==> config.mk <==
export PLATFORM = sky130hd
export DESIGN_NAME = mini8_core
export DESIGN_NICKNAME = d
export VERILOG_FILES = /design/src/rtl/mini8_pkg.sv /design/src/rtl/mini8_decode.sv /design/src/rtl/mini8_alu.sv /design/src/rtl/mini8_regfile.sv /design/src/rtl/mini8_core.sv
export SDC_FILE = /design/constraint.sdc
export NUM_CORES = 1
export LEC_CHECK = 0
export CAP_MARGIN = 0
export CORE_MARGIN = 2
export CORE_UTILIZATION = 59
export DETAILED_ROUTE_END_ITERATION = 6
export DONT_BUFFER_PORTS = 1
export GPL_TIMING_DRIVEN = 0
export PLACE_DENSITY = 0.78
export SLEW_MARGIN = 5
export SYNTH_ARGS = -nofsm -noshare
export SYNTH_HDL_FRONTEND = slang
export SYNTH_HIERARCHICAL = 1
export SYNTH_SLANG_ARGS = --single-unit
==> constraint.sdc <==
create_clock -name clk -period 4.2 [get_ports clk]
set_clock_uncertainty 0.15 [all_clocks]
set_input_delay 0 -clock clk [delete_from_list [all_inputs] [get_ports clk]]
set_output_delay 0 -clock clk [all_outputs]
set_load 0.02 [all_outputs]
==> src/rtl/mini8_pkg.sv <==
// Package: shared constants, opcode encoding and control bundle of the core.
// Assumes an 8-bit instruction word with the opcode in its top nibble.
package mini8_pkg;

    localparam int XLEN   = 8;
    localparam int NREG   = 4;
    localparam int RIDX_W = $clog2(NREG);
    localparam int NIB    = XLEN / 2;

    typedef enum logic [3:0] {
        OP_MOV  = 4'd0,
        OP_ADD  = 4'd1,
        OP_SUB  = 4'd2,
        OP_AND  = 4'd3,
        OP_OR   = 4'd4,
        OP_NOT  = 4'd5,
        OP_SLL  = 4'd6,
        OP_SRL  = 4'd7,
        OP_SRA  = 4'd8,
        OP_CMP  = 4'd9,
        OP_JE   = 4'd10,
        OP_JMP  = 4'd11,
        OP_LDIH = 4'd12,
        OP_LDIL = 4'd13,
        OP_LD   = 4'd14,
        OP_ST   = 4'd15
    } opcode_e;

    localparam logic [XLEN-1:0] IRET_WORD = 8'hB4;

    typedef enum logic [1:0] {
        PC_SEQ    = 2'd0,
        PC_COND   = 2'd1,
        PC_ALWAYS = 2'd2,
        PC_RET    = 2'd3
    } pc_sel_e;

    typedef struct packed {
        logic    rf_we;
        logic    from_mem;
        logic    flag_we;
        logic    imm_hi_we;
        logic    imm_lo_we;
        logic    mem_we;
        logic    is_iret;
        pc_sel_e pc_sel;
    } ctrl_t;

endpackage

==> src/rtl/mini8_decode.sv <==
// Module: instruction decoder. Splits the word into fields and produces the
// control bundle. Purely combinational; assumes the word is stable for the cycle.
module mini8_decode
    import mini8_pkg::*;
(
    input  logic [XLEN-1:0]   instr,
    output opcode_e           op,
    output logic [RIDX_W-1:0] rd_idx,
    output logic [RIDX_W-1:0] rs_idx,
    output logic [NIB-1:0]    imm,
    output ctrl_t             ctrl
);

    assign op     = opcode_e'(instr[XLEN-1 -: 4]);
    assign rd_idx = instr[2*RIDX_W-1:RIDX_W];
    assign rs_idx = instr[RIDX_W-1:0];
    assign imm    = instr[NIB-1:0];

    // Map opcode and mode bits to the control bundle.
    always_comb begin
        ctrl = '0;
        case (op)
            OP_MOV, OP_ADD, OP_SUB, OP_AND, OP_OR,
            OP_NOT, OP_SLL, OP_SRL, OP_SRA: ctrl.rf_we = 1'b1;
            OP_CMP:  ctrl.flag_we = 1'b1;
            OP_JE: begin
                if (rd_idx == '0) ctrl.pc_sel = PC_COND;
            end
            OP_JMP: begin
                if (instr == IRET_WORD) begin
                    ctrl.is_iret = 1'b1;
                    ctrl.pc_sel  = PC_RET;
                end else if (rd_idx == '0) begin
                    ctrl.pc_sel = PC_ALWAYS;
                end
            end
            OP_LDIH: ctrl.imm_hi_we = 1'b1;
            OP_LDIL: ctrl.imm_lo_we = 1'b1;
            OP_LD: begin
                ctrl.rf_we    = 1'b1;
                ctrl.from_mem = 1'b1;
            end
            OP_ST:   ctrl.mem_we = 1'b1;
            default: ctrl = '0;
        endcase
    end

endmodule

==> src/rtl/mini8_alu.sv <==
// Module: arithmetic/logic unit. Computes rd-op-rs results and the equality
// indication. Combinational; assumes the shift amount is the whole rs value.
module mini8_alu
    import mini8_pkg::*;
(
    input  opcode_e         op,
    input  logic [XLEN-1:0] a,
    input  logic [XLEN-1:0] b,
    output logic [XLEN-1:0] result,
    output logic            equal
);

    localparam int SH_W = $clog2(XLEN);

    logic                   sh_big;
    logic [SH_W-1:0]        sh_amt;
    logic signed [XLEN-1:0] a_s;

    assign sh_big = |b[XLEN-1:SH_W];
    assign sh_amt = b[SH_W-1:0];
    assign a_s    = a;
    assign equal  = (a == b);

    // Select the result for the current opcode.
    always_comb begin
        case (op)
            OP_MOV:  result = b;
            OP_ADD:  result = a + b;
            OP_SUB:  result = a - b;
            OP_AND:  result = a & b;
            OP_OR:   result = a | b;
            OP_NOT:  result = ~b;
            OP_SLL:  result = sh_big ? '0 : (a << sh_amt);
            OP_SRL:  result = sh_big ? '0 : (a >> sh_amt);
            OP_SRA:  result = sh_big ? {XLEN{a[XLEN-1]}} : XLEN'(a_s >>> sh_amt);
            default: result = b;
        endcase
    end

endmodule

==> src/rtl/mini8_regfile.sv <==
// Module: general register file with two read ports, one full-width write port
// and nibble write ports into the top register, which doubles as the immediate
// register. Assumes a full write and a nibble write never coincide.
module mini8_regfile #(
    parameter int WIDTH = 8,
    parameter int NUM   = 4
) (
    input  logic                    clk,
    input  logic                    rst_n,
    input  logic [$clog2(NUM)-1:0]  ra_idx,
    input  logic [$clog2(NUM)-1:0]  rb_idx,
    output logic [WIDTH-1:0]        ra_data,
    output logic [WIDTH-1:0]        rb_data,
    input  logic                    we,
    input  logic [$clog2(NUM)-1:0]  w_idx,
    input  logic [WIDTH-1:0]        w_data,
    input  logic                    imm_hi_we,
    input  logic                    imm_lo_we,
    input  logic [WIDTH/2-1:0]      imm
);

    localparam int IDX_W   = $clog2(NUM);
    localparam int HALF    = WIDTH / 2;
    localparam int IMM_IDX = NUM - 1;

    logic [WIDTH-1:0] regs [NUM];

    for (genvar g = 0; g < NUM; g++) begin : g_reg
        logic [WIDTH-1:0] q;
        if (g == IMM_IDX) begin : g_imm
            // Top register: full writes plus nibble-wise immediate writes.
            always_ff @(posedge clk) begin
                if (!rst_n)                           q <= '0;
                else if (we && w_idx == IDX_W'(g))    q <= w_data;
                else if (imm_hi_we)                   q[WIDTH-1:HALF] <= imm;
                else if (imm_lo_we)                   q[HALF-1:0] <= imm;
            end

            AST_IMM_HI_KEEPS_LO: assert property (@(posedge clk) disable iff (!rst_n)
                (imm_hi_we && !we) |=> (q[HALF-1:0] == $past(q[HALF-1:0]) && q[WIDTH-1:HALF] == $past(imm)));
            AST_IMM_LO_KEEPS_HI: assert property (@(posedge clk) disable iff (!rst_n)
                (imm_lo_we && !imm_hi_we && !we) |=> (q[WIDTH-1:HALF] == $past(q[WIDTH-1:HALF]) && q[HALF-1:0] == $past(imm)));
        end else begin : g_plain
            // Ordinary register: full-width writes only.
            always_ff @(posedge clk) begin
                if (!rst_n)                           q <= '0;
                else if (we && w_idx == IDX_W'(g))    q <= w_data;
            end
        end
        assign regs[g] = q;
    end

    assign ra_data = regs[ra_idx];
    assign rb_data = regs[rb_idx];

endmodule

==> src/rtl/mini8_core.sv <==
// Module: top of the eight-bit Harvard core. Executes one instruction per
// cycle from a combinational program port, with a combinational data read port,
// a synchronous data write strobe and one maskable interrupt.
// Assumes both memories answer within the same cycle as the address.
module mini8_core
    import mini8_pkg::*;
#(
    parameter logic [7:0] IRQ_VECTOR = 8'h01
) (
    input  logic       clk,
    input  logic       rst_n,
    output logic [7:0] imem_addr,
    input  logic [7:0] imem_data,
    output logic [7:0] dmem_addr,
    output logic [7:0] dmem_wdata,
    output logic       dmem_we,
    input  logic [7:0] dmem_rdata,
    input  logic       irq
);

    logic [XLEN-1:0]   pc_q, pc_next, ret_q;
    logic              flag_q, masked_q, take_irq;
    opcode_e           op;
    logic [RIDX_W-1:0] rd_idx, rs_idx;
    logic [NIB-1:0]    imm;
    ctrl_t             ctrl;
    logic [XLEN-1:0]   rd_val, rs_val, alu_res, wb_data;
    logic              alu_eq;

    mini8_decode u_dec (
        .instr  (imem_data),
        .op     (op),
        .rd_idx (rd_idx),
        .rs_idx (rs_idx),
        .imm    (imm),
        .ctrl   (ctrl)
    );

    mini8_regfile #(.WIDTH(XLEN), .NUM(NREG)) u_rf (
        .clk       (clk),
        .rst_n     (rst_n),
        .ra_idx    (rd_idx),
        .rb_idx    (rs_idx),
        .ra_data   (rd_val),
        .rb_data   (rs_val),
        .we        (ctrl.rf_we && !take_irq),
        .w_idx     (rd_idx),
        .w_data    (wb_data),
        .imm_hi_we (ctrl.imm_hi_we && !take_irq),
        .imm_lo_we (ctrl.imm_lo_we && !take_irq),
        .imm       (imm)
    );

    mini8_alu u_alu (
        .op     (op),
        .a      (rd_val),
        .b      (rs_val),
        .result (alu_res),
        .equal  (alu_eq)
    );

    assign take_irq   = irq && !masked_q;
    assign wb_data    = ctrl.from_mem ? dmem_rdata : alu_res;
    assign imem_addr  = pc_q;
    assign dmem_addr  = rs_val;
    assign dmem_wdata = rd_val;
    assign dmem_we    = ctrl.mem_we && !take_irq;

    // Choose the next fetch address: vector, jump target, return or sequential.
    always_comb begin
        if (take_irq) begin
            pc_next = IRQ_VECTOR;
        end else begin
            case (ctrl.pc_sel)
                PC_COND:   pc_next = flag_q ? rs_val : pc_q + XLEN'(1);
                PC_ALWAYS: pc_next = rs_val;
                PC_RET:    pc_next = ret_q;
                default:   pc_next = pc_q + XLEN'(1);
            endcase
        end
    end

    // Program counter register.
    always_ff @(posedge clk) begin
        if (!rst_n) pc_q <= '0;
        else        pc_q <= pc_next;
    end

    // Equality flag, written only by compare.
    always_ff @(posedge clk) begin
        if (!rst_n)                          flag_q <= 1'b0;
        else if (ctrl.flag_we && !take_irq)  flag_q <= alu_eq;
    end

    // Return address capture and interrupt mask.
    always_ff @(posedge clk) begin
        if (!rst_n) begin
            ret_q    <= '0;
            masked_q <= 1'b0;
        end else if (take_irq) begin
            ret_q    <= pc_q;
            masked_q <= 1'b1;
        end else if (ctrl.is_iret) begin
            masked_q <= 1'b0;
        end
    end

    AST_IRQ_VECTOR: assert property (@(posedge clk) disable iff (!rst_n)
        (irq && !masked_q) |=> (imem_addr == IRQ_VECTOR));
    AST_IRQ_SAVES_PC: assert property (@(posedge clk) disable iff (!rst_n)
        (irq && !masked_q) |=> (ret_q == $past(imem_addr) && masked_q));
    AST_IRET_RETURN: assert property (@(posedge clk) disable iff (!rst_n)
        (!take_irq && imem_data == IRET_WORD) |=> (imem_addr == $past(ret_q) && !masked_q));
    AST_SEQ_PC: assert property (@(posedge clk) disable iff (!rst_n)
        (!take_irq && (imem_data[7:4] <= 4'd9 || imem_data[7:4] >= 4'd12))
            |=> (imem_addr == 8'($past(imem_addr) + 8'd1)));
    AST_JMP_TARGET: assert property (@(posedge clk) disable iff (!rst_n)
        (!take_irq && imem_data[7:2] == 6'b101100) |=> (imem_addr == $past(dmem_addr)));
    AST_WE_ONLY_ST: assert property (@(posedge clk) disable iff (!rst_n)
        dmem_we |-> (imem_data[7:4] == 4'hF && !irq | masked_q));

endmodule

Word-level counts from Yosys, hierarchy flattened
Index checks and enable logic that the tools add are counted.
{"block": "word_totals", "regBits": 50, "in_bits": 19, "output_inout_bits": 25, "elab_cells": 101}
{"block": "classes", "n_addsub": 3, "order_cmp": 2, "n_eq_ne": 24, "shift": 3, "mux": 32, "n_bitwise": 6, "n_reduce_logical": 21}
{"cell": "8-bit two-way mux", "n": 10}
{"cell": "8-bit one-hot mux with 8 select lines", "n": 1}
{"cell": "8-bit binary-select mux with 2-bit select", "n": 2}
{"cell": "4-bit == test, second input constant", "n": 8}
{"cell": "8-bit one-hot mux with 3 select lines", "n": 1}
{"cell": "4-bit by 3-bit == test with 1-bit output, second input constant", "n": 4}
{"cell": "1-bit two-way mux", "n": 12}
{"cell": "4-bit two-way mux", "n": 3}
{"cell": "1-bit logical AND", "n": 10}
{"cell": "10-bit OR reduction", "n": 1}
{"cell": "8-bit by 1-bit adder with 8-bit output, second input constant", "n": 1}
{"cell": "8-bit adder", "n": 1}
{"cell": "8-bit bitwise AND", "n": 1}
{"cell": "2-bit == test, second input constant", "n": 4}
{"cell": "4-bit by 2-bit == test with 1-bit output, second input constant", "n": 2}
{"cell": "8-bit == test", "n": 1}
{"cell": "8-bit == test, second input constant", "n": 1}
{"cell": "8-bit inverter", "n": 1}
{"cell": "8-bit bitwise OR", "n": 1}
{"cell": "8-bit by 3-bit left shift with 8-bit output", "n": 1}
{"cell": "8-bit by 3-bit >> shifter with 8-bit output", "n": 1}
{"cell": "8-bit by 3-bit >>> shifter with 8-bit output", "n": 1}
{"cell": "8-bit subtractor", "n": 1}
{"cell": "3-bit greater-or-equal comparator, second input constant", "n": 2}
{"cell": "14 further kinds", "n": 20}

Longest topological paths before layout
{"block": "logic_depth", "depth_word": 9, "mapped_depth": 15, "mapped_depth_nobuf": 12}

By module
The synthesis kept the hierarchy.
{"mod": "mini8_alu", "instances": 1, "cells_each": 284, "area_per_inst_um2": 2053.2, "seq_area_each_um2": 0.0}
{"mod": "mini8_regfile", "instances": 1, "cells_each": 138, "area_per_inst_um2": 1702.9, "seq_area_each_um2": 640.6}
{"mod": "mini8_core", "instances": 1, "cells_each": 130, "area_per_inst_um2": 1072.3, "seq_area_each_um2": 360.3}
{"mod": "mini8_decode", "instances": 1, "cells_each": 30, "area_per_inst_um2": 226.5, "seq_area_each_um2": 0.0}

Least setup slack after synthesis
No wires, ideal clock.
{"block": "synth_path", "path_kind": "input -> register", "start": "input port imem_data[1]", "end": "register u_rf.g_reg[3].q[3]", "setup_time_ns": 0.120, "t_arrival_ns": 3.210, "t_required_ns": 3.930, "path_slack_ns": 0.720, "path_stages": 15, "path_buffers": 4, "path_cell_list": "buf_4 clkbuf_1 mux4_2 clkbuf_1 inv_1 ha_1 clkbuf_1 nor3_1 or3_1 a221oi_1 a21oi_1 o32a_1 mux2_2 o21ai_0 a21oi_1"}
{"block": "synth_via", "elab_chain_cells": 9, "elab_cells_between_ends": 19, "classes_between": "add/sub (2); shift (3); mux (9); bitwise (4); reduce/logical (1)"}
{"element": "start: declaration", "line_no": "mini8_core.sv:13", "rtl": "input logic [7:0] imem_data,"}
{"element": "2-bit inverter with 3-bit output (implied by the code) (*)", "line_no": "mini8_regfile.sv:54", "rtl": "assign rb_data = regs[rb_idx];"}
{"element": "8-bit binary-select mux with 2-bit select (*)", "line_no": "mini8_regfile.sv:54"}
{"element": "8-bit two-way mux (implied by the code) (*) (2 in a row)", "line_no": "mini8_regfile.sv:54"}
{"element": "named net dmem_addr[2]", "line_no": "mini8_core.sv:14", "rtl": "output logic [7:0] dmem_addr,"}
{"element": "parallel branches: the longest is 2 deep, another holds 8-bit subtractor"}
{"element": "8-bit one-hot mux with 8 select lines (*)", "line_no": "mini8_alu.sv:26", "rtl": "case (op)"}
{"element": "named net alu_res[3]", "line_no": "mini8_core.sv:27", "rtl": "logic [XLEN-1:0] rd_val, rs_val, alu_res, wb_data;"}
{"element": "8-bit two-way mux (*)", "line_no": "mini8_core.sv:63", "rtl": "assign wb_data = ctrl.from_mem ? dmem_rdata : alu_res;"}
{"element": "named net wb_data[3]", "line_no": "mini8_core.sv:27"}
{"element": "8-bit two-way mux (*)", "line_no": "mini8_regfile.sv:34", "rtl": "else if (we && w_idx == IDX_W'(g)) q <= w_data;"}
{"element": "end signal: assignment", "line_no": "mini8_regfile.sv:34"}
{"element": "end signal: indexed assignment", "line_no": "mini8_regfile.sv:35", "rtl": "else if (imm_hi_we) q[WIDTH-1:HALF] <= imm;"}
{"element": "end signal: indexed assignment", "line_no": "mini8_regfile.sv:36", "rtl": "else if (imm_lo_we) q[HALF-1:0] <= imm;"}
{"element": "end: declaration", "line_no": "mini8_regfile.sv:29", "rtl": "logic [WIDTH-1:0] q;"}
Mark *: on every way through the listed nets, which the timed path passes. The select of a mux whose other input is x is not followed.
A chain may end at the register's enable or synchronous reset.

Final worst setup path
{"block": "layout_path", "start": "register u_rf.g_reg[3].q[0]", "end": "register u_rf.g_reg[2].q[0]"}
{"block": "layout_via", "elab_chain_cells": 7, "elab_cells_between_ends": 19, "classes_between": "add/sub (2); shift (3); mux (11); bitwise (3)"}
{"element": "8-bit binary-select mux with 2-bit select (*)", "line_no": "mini8_regfile.sv:54"}
{"element": "8-bit two-way mux (implied by the code) (*) (2 in a row)", "line_no": "mini8_regfile.sv:54"}
{"element": "named net dmem_addr[0]", "line_no": "mini8_core.sv:14"}
{"element": "parallel branches: the longest is 2 deep, another holds 8-bit subtractor"}
{"element": "8-bit one-hot mux with 8 select lines (*)", "line_no": "mini8_alu.sv:26"}
{"element": "named net alu_res[0]", "line_no": "mini8_core.sv:27"}
{"element": "8-bit two-way mux (*)", "line_no": "mini8_core.sv:63"}
{"element": "named net wb_data[0]", "line_no": "mini8_core.sv:27"}
{"element": "end signal: assignment", "line_no": "mini8_regfile.sv:47", "rtl": "else if (we && w_idx == IDX_W'(g)) q <= w_data;"}
{"element": "end: declaration", "line_no": "mini8_regfile.sv:29"}
Marked as above.

==> results.md <==
* MaxCap Viol Count at 0
* Most common cell after layout, fill and taps aside: dfxtp_1
* Status: finished, final reports clean
* Fin. Hold Viols at 0
* Final nets at 653
* # Post-CTS Setup Buffers at 0
* Commonest cells after routing, fill and taps aside: 50 x dfxtp_1, 45 x nand2_1, 44 x mux2i_1, 39 x a21oi_1, 30 x nor2b_1
* Critical Path AT at 4170 ps
* CTS Buf Count at 5
* Layout cells sized above 1 at 15.1%
* Row cnt at 33
* Count of warnings emitted by yosys at 6
* Maximum root-to-sink buffer count at 2
* I/O Pins at 44
* Worst hold path endpoint: flag_q
* Tot GR Track Use at 35.0%
* Latest clock arrival within the worst-skew pair at 310 ps
* M1 GR Usage at 44.4%
* Chip Height at 96.6 um
* Worst r2r src: u_rf/g_reg[3].q[0]
* Antenna violations before repair at 0
* Vias in the first global route at 4693
* Post-DP Area at 5190 sq um
* Post-Synthesis Cells at 582
* N_diodes at 0
* CP endpoint kind: flop
* Synth Register Bits at 50
* Input/output buffers at 0
* Starting Density at 61.2%
* Logic pwr share at 35.7%
* Finished Cell Area at 5470 sq um
* Clk root buf: clkbuf_8
* Vias per cell at 6.92
* First-pass GRT wire length at 24700 um
* Critical path type: flop to flop
* Seq/Total Area, Yosys at 19.8%
* CP Launch Type: flop
* Net Switching at 0.000447 W
* Avg WL per Cell at 22.4 um
* Die footprint at 9320 sq um
* Ranking of synthesized cells by area: dfxtp_1 20%, mux4_2 10%, mux2i_1 8.7%, ha_1 6.2%, a21oi_1 3.9%
* Synth cell types at 79
* Cell Pwr Density at 230 nW/um^2
* CP Max Fanout at 10
* Crit path cell chain: mux4_2, clkbuf_2, buf_2, inv_1, ha_1, o21a_1, o21ai_0, nand2_1, o32a_1, mux2_2, mux2i_1, nor2b_1, dlygate4sd3_1
* # setup viols final at 0
* Unrepaired setup endpoints after global routing: no
* HPWL Detailed at 11500 um
* Worst hold start: imem_data[4]
* Max-slew violations at 0
* Worst path max stage delay at 650 ps
* Post-Syn Nets at 628
* Reg clk slew, reported paths at 90 ps
* Post-synthesis area per instance at 8.69 sq um
* Top_reg_cell synth: dfxtp_1
* Setup ws final at 81.0 ps
* Post-synth top area cell: dfxtp_1
* Switching share of power at 35.6%
* DRT Wirelength at 15900 um
* Internal at 0.000810 W
* Clock power share at 23.7%
* Worst min-delay path class: primary input to flop
* Fill cells at 709
* Post-synth ARST share at 0%
* Min Clock Period, post-route at 4120 ps
* Worst VDD drop at 215 uV
* Rel. slew slack at 41.9%
* Top Usage Layer GRT: met2
* Reg-to-Reg End: u_rf/g_reg[2].q[0]
* Worst Max-Slew Pin Slew at 869 ps
* Max stage delay cell, worst path: mux4_2
* Period utilisation layout at 98.1%
* DRC violations left at 0
* Post-synth EDFFs at 0
* Via count at 4931
* Sequential power share at 40.5%
* Area grow syn2layout at 8.24%
* GP Congestion at 1.01
* R2R Setup Slk at 80 ps
* Clock Sinks at 50
* Dpl ws at -122 ps
* CTS tree: done
* Area fraction of the dominant cell type after synthesis at 19.8%
* Gr ovfl total at 0
* Mapped Area at 5050 sq um
* Cells on Worst Hold Path at 4
* Core ar. at 8260 sq um
* Pre-Repair DR Iteration Count at 5
* FMAX at 243 MHz
* Largest net degree at the start of global routing at 16
* Post-route ant nets at 0
* Global routing usage on met3 at 5.51%
* Width of the die at 96.6 um
* R2R depth at 13
* H-tree levels at 2
* Leak at 2.13 nW
* DRT iter0 DRCs at 330
* Required @ worst endpoint at 4250 ps
* GRT met2 Usage at 56.9%
worst max-delay path by stage:
stage	from	to	slack [ps]	depth (start not counted)
floorplan	imem_data[1]	u_rf/g_reg[3].q[3]	720	15
global placement	imem_data[1]	u_rf/g_reg[3].q[7]	-110	14
detailed placement	imem_data[1]	u_rf/g_reg[3].q[3]	-120	15
CTS	u_rf/g_reg[1].q[2]	u_rf/g_reg[3].q[3]	40	13
global route	u_rf/g_reg[3].q[0]	u_rf/g_reg[2].q[0]	8	13
finish	u_rf/g_reg[3].q[0]	u_rf/g_reg[2].q[0]	80	13
power groups by stage:
| stage | clock network, W | registers (W) | logic, W |
|---|---|---|---|
| floorplan | 0 | 0.000515 | 0.000324 |
| global placement | 0 | 0.000518 | 0.000412 |
| detailed placement | 0 | 0.000519 | 0.000418 |
| CTS | 0.000298 | 0.000508 | 0.000435 |
| global route | 0.000318 | 0.000512 | 0.000479 |
| finish | 0.000298 | 0.000509 | 0.000449 |
cell type report:
type / count / area (sq um) / share of cell area [%]
Timing Repair Buffer: 19 / 190 / 3.48
Tap cell: 105 / 131 / 2.40
Clock buffer: 6 / 82.6 / 1.51
Buffer: 57 / 330 / 6.04
Sequential cell: 50 / 1000 / 18.3
Clock inverter: 2 / 12.5 / 0.229
Multi-Input combinational cell: 447 / 3620 / 66.2
Inverter: 27 / 101 / 1.85
metal layers:
metal	vias to the layer above	share of wire, %
met1	2367	38
met4	0	5.5
met3	64	9.3
met5	-	0
li1	2203	-
met2	297	47
cell usage after synthesis (5+ instances only):
cell type and number:
a21boi_0 10, mux2_2 14, o21ai_0 27, clkbuf_1 28, inv_1 27, nor3_1 13, nand2_1 45, mux2i_1 44
dfxtp_1 50, o211a_1 6, buf_2 5, buf_4 16, nor2b_1 30, ha_1 25, nand3_1 7, xor2_1 5
a2bb2oi_1 6, buf_6 6, nor2_1 26, and3_1 5, mux4_2 23, xnor2_1 5, or3_1 6, a21oi_1 39
and2_1 5, nand2b_1 5
critical path, delay by kind of cell (launching register included):
kind / cells / cell delay (ps)
buf+inv: 4 / 1180
mux: 3 / 1130
compound gates: 3 / 770
flops: 1 / 330
fa+ha+maj: 1 / 290
simple gates: 2 / 160
cells by family after synthesis:
| family | after synthesis | share of synthesized area, % |
|---|---|---|
| AND/OR/NAND/NOR | 179 | 20.0 |
| multiplexers | 81 | 22.1 |
| buffers and inverters | 85 | 8.54 |
| AO/OA/AOI/OAI | 150 | 20.9 |
| XOR/XNOR | 10 | 1.73 |
| flip-flops | 50 | 19.8 |
| adder cells (fa/ha/maj) | 27 | 6.98 |
per-stage QoR:
step	setup TNS [ps]	utilization (%)	hold WS [ps]	total power, W	cells
2_1_floorplan	0	-	-21.8	0.000839	582
5_1_grt	0	66.3	28.3	0.00131	713
6_report	0	66.3	30.2	0.00126	713
4_1_cts	0	66.3	2.86	0.00124	714
3_5_place_dp	-514	62.8	-12.9	0.000937	687
3_3_place_gp	-580	62.8	-16.0	0.000930	687
state kept, by name, summed over array words and instances (netlist names):
name	count
imem_addr	8
flag_q	1
u_rf/g.q	32
masked_q	1
ret_q	8
what timing repair did:
item                                   in CTS  in global routing
gates resized for setup                     0                  6
setup endpoints to repair                   0                 10
hold buffers                               19                  0
endpoints found under the hold margin      50                  0
No activity file was read; power rests on OpenSTA's default activity.
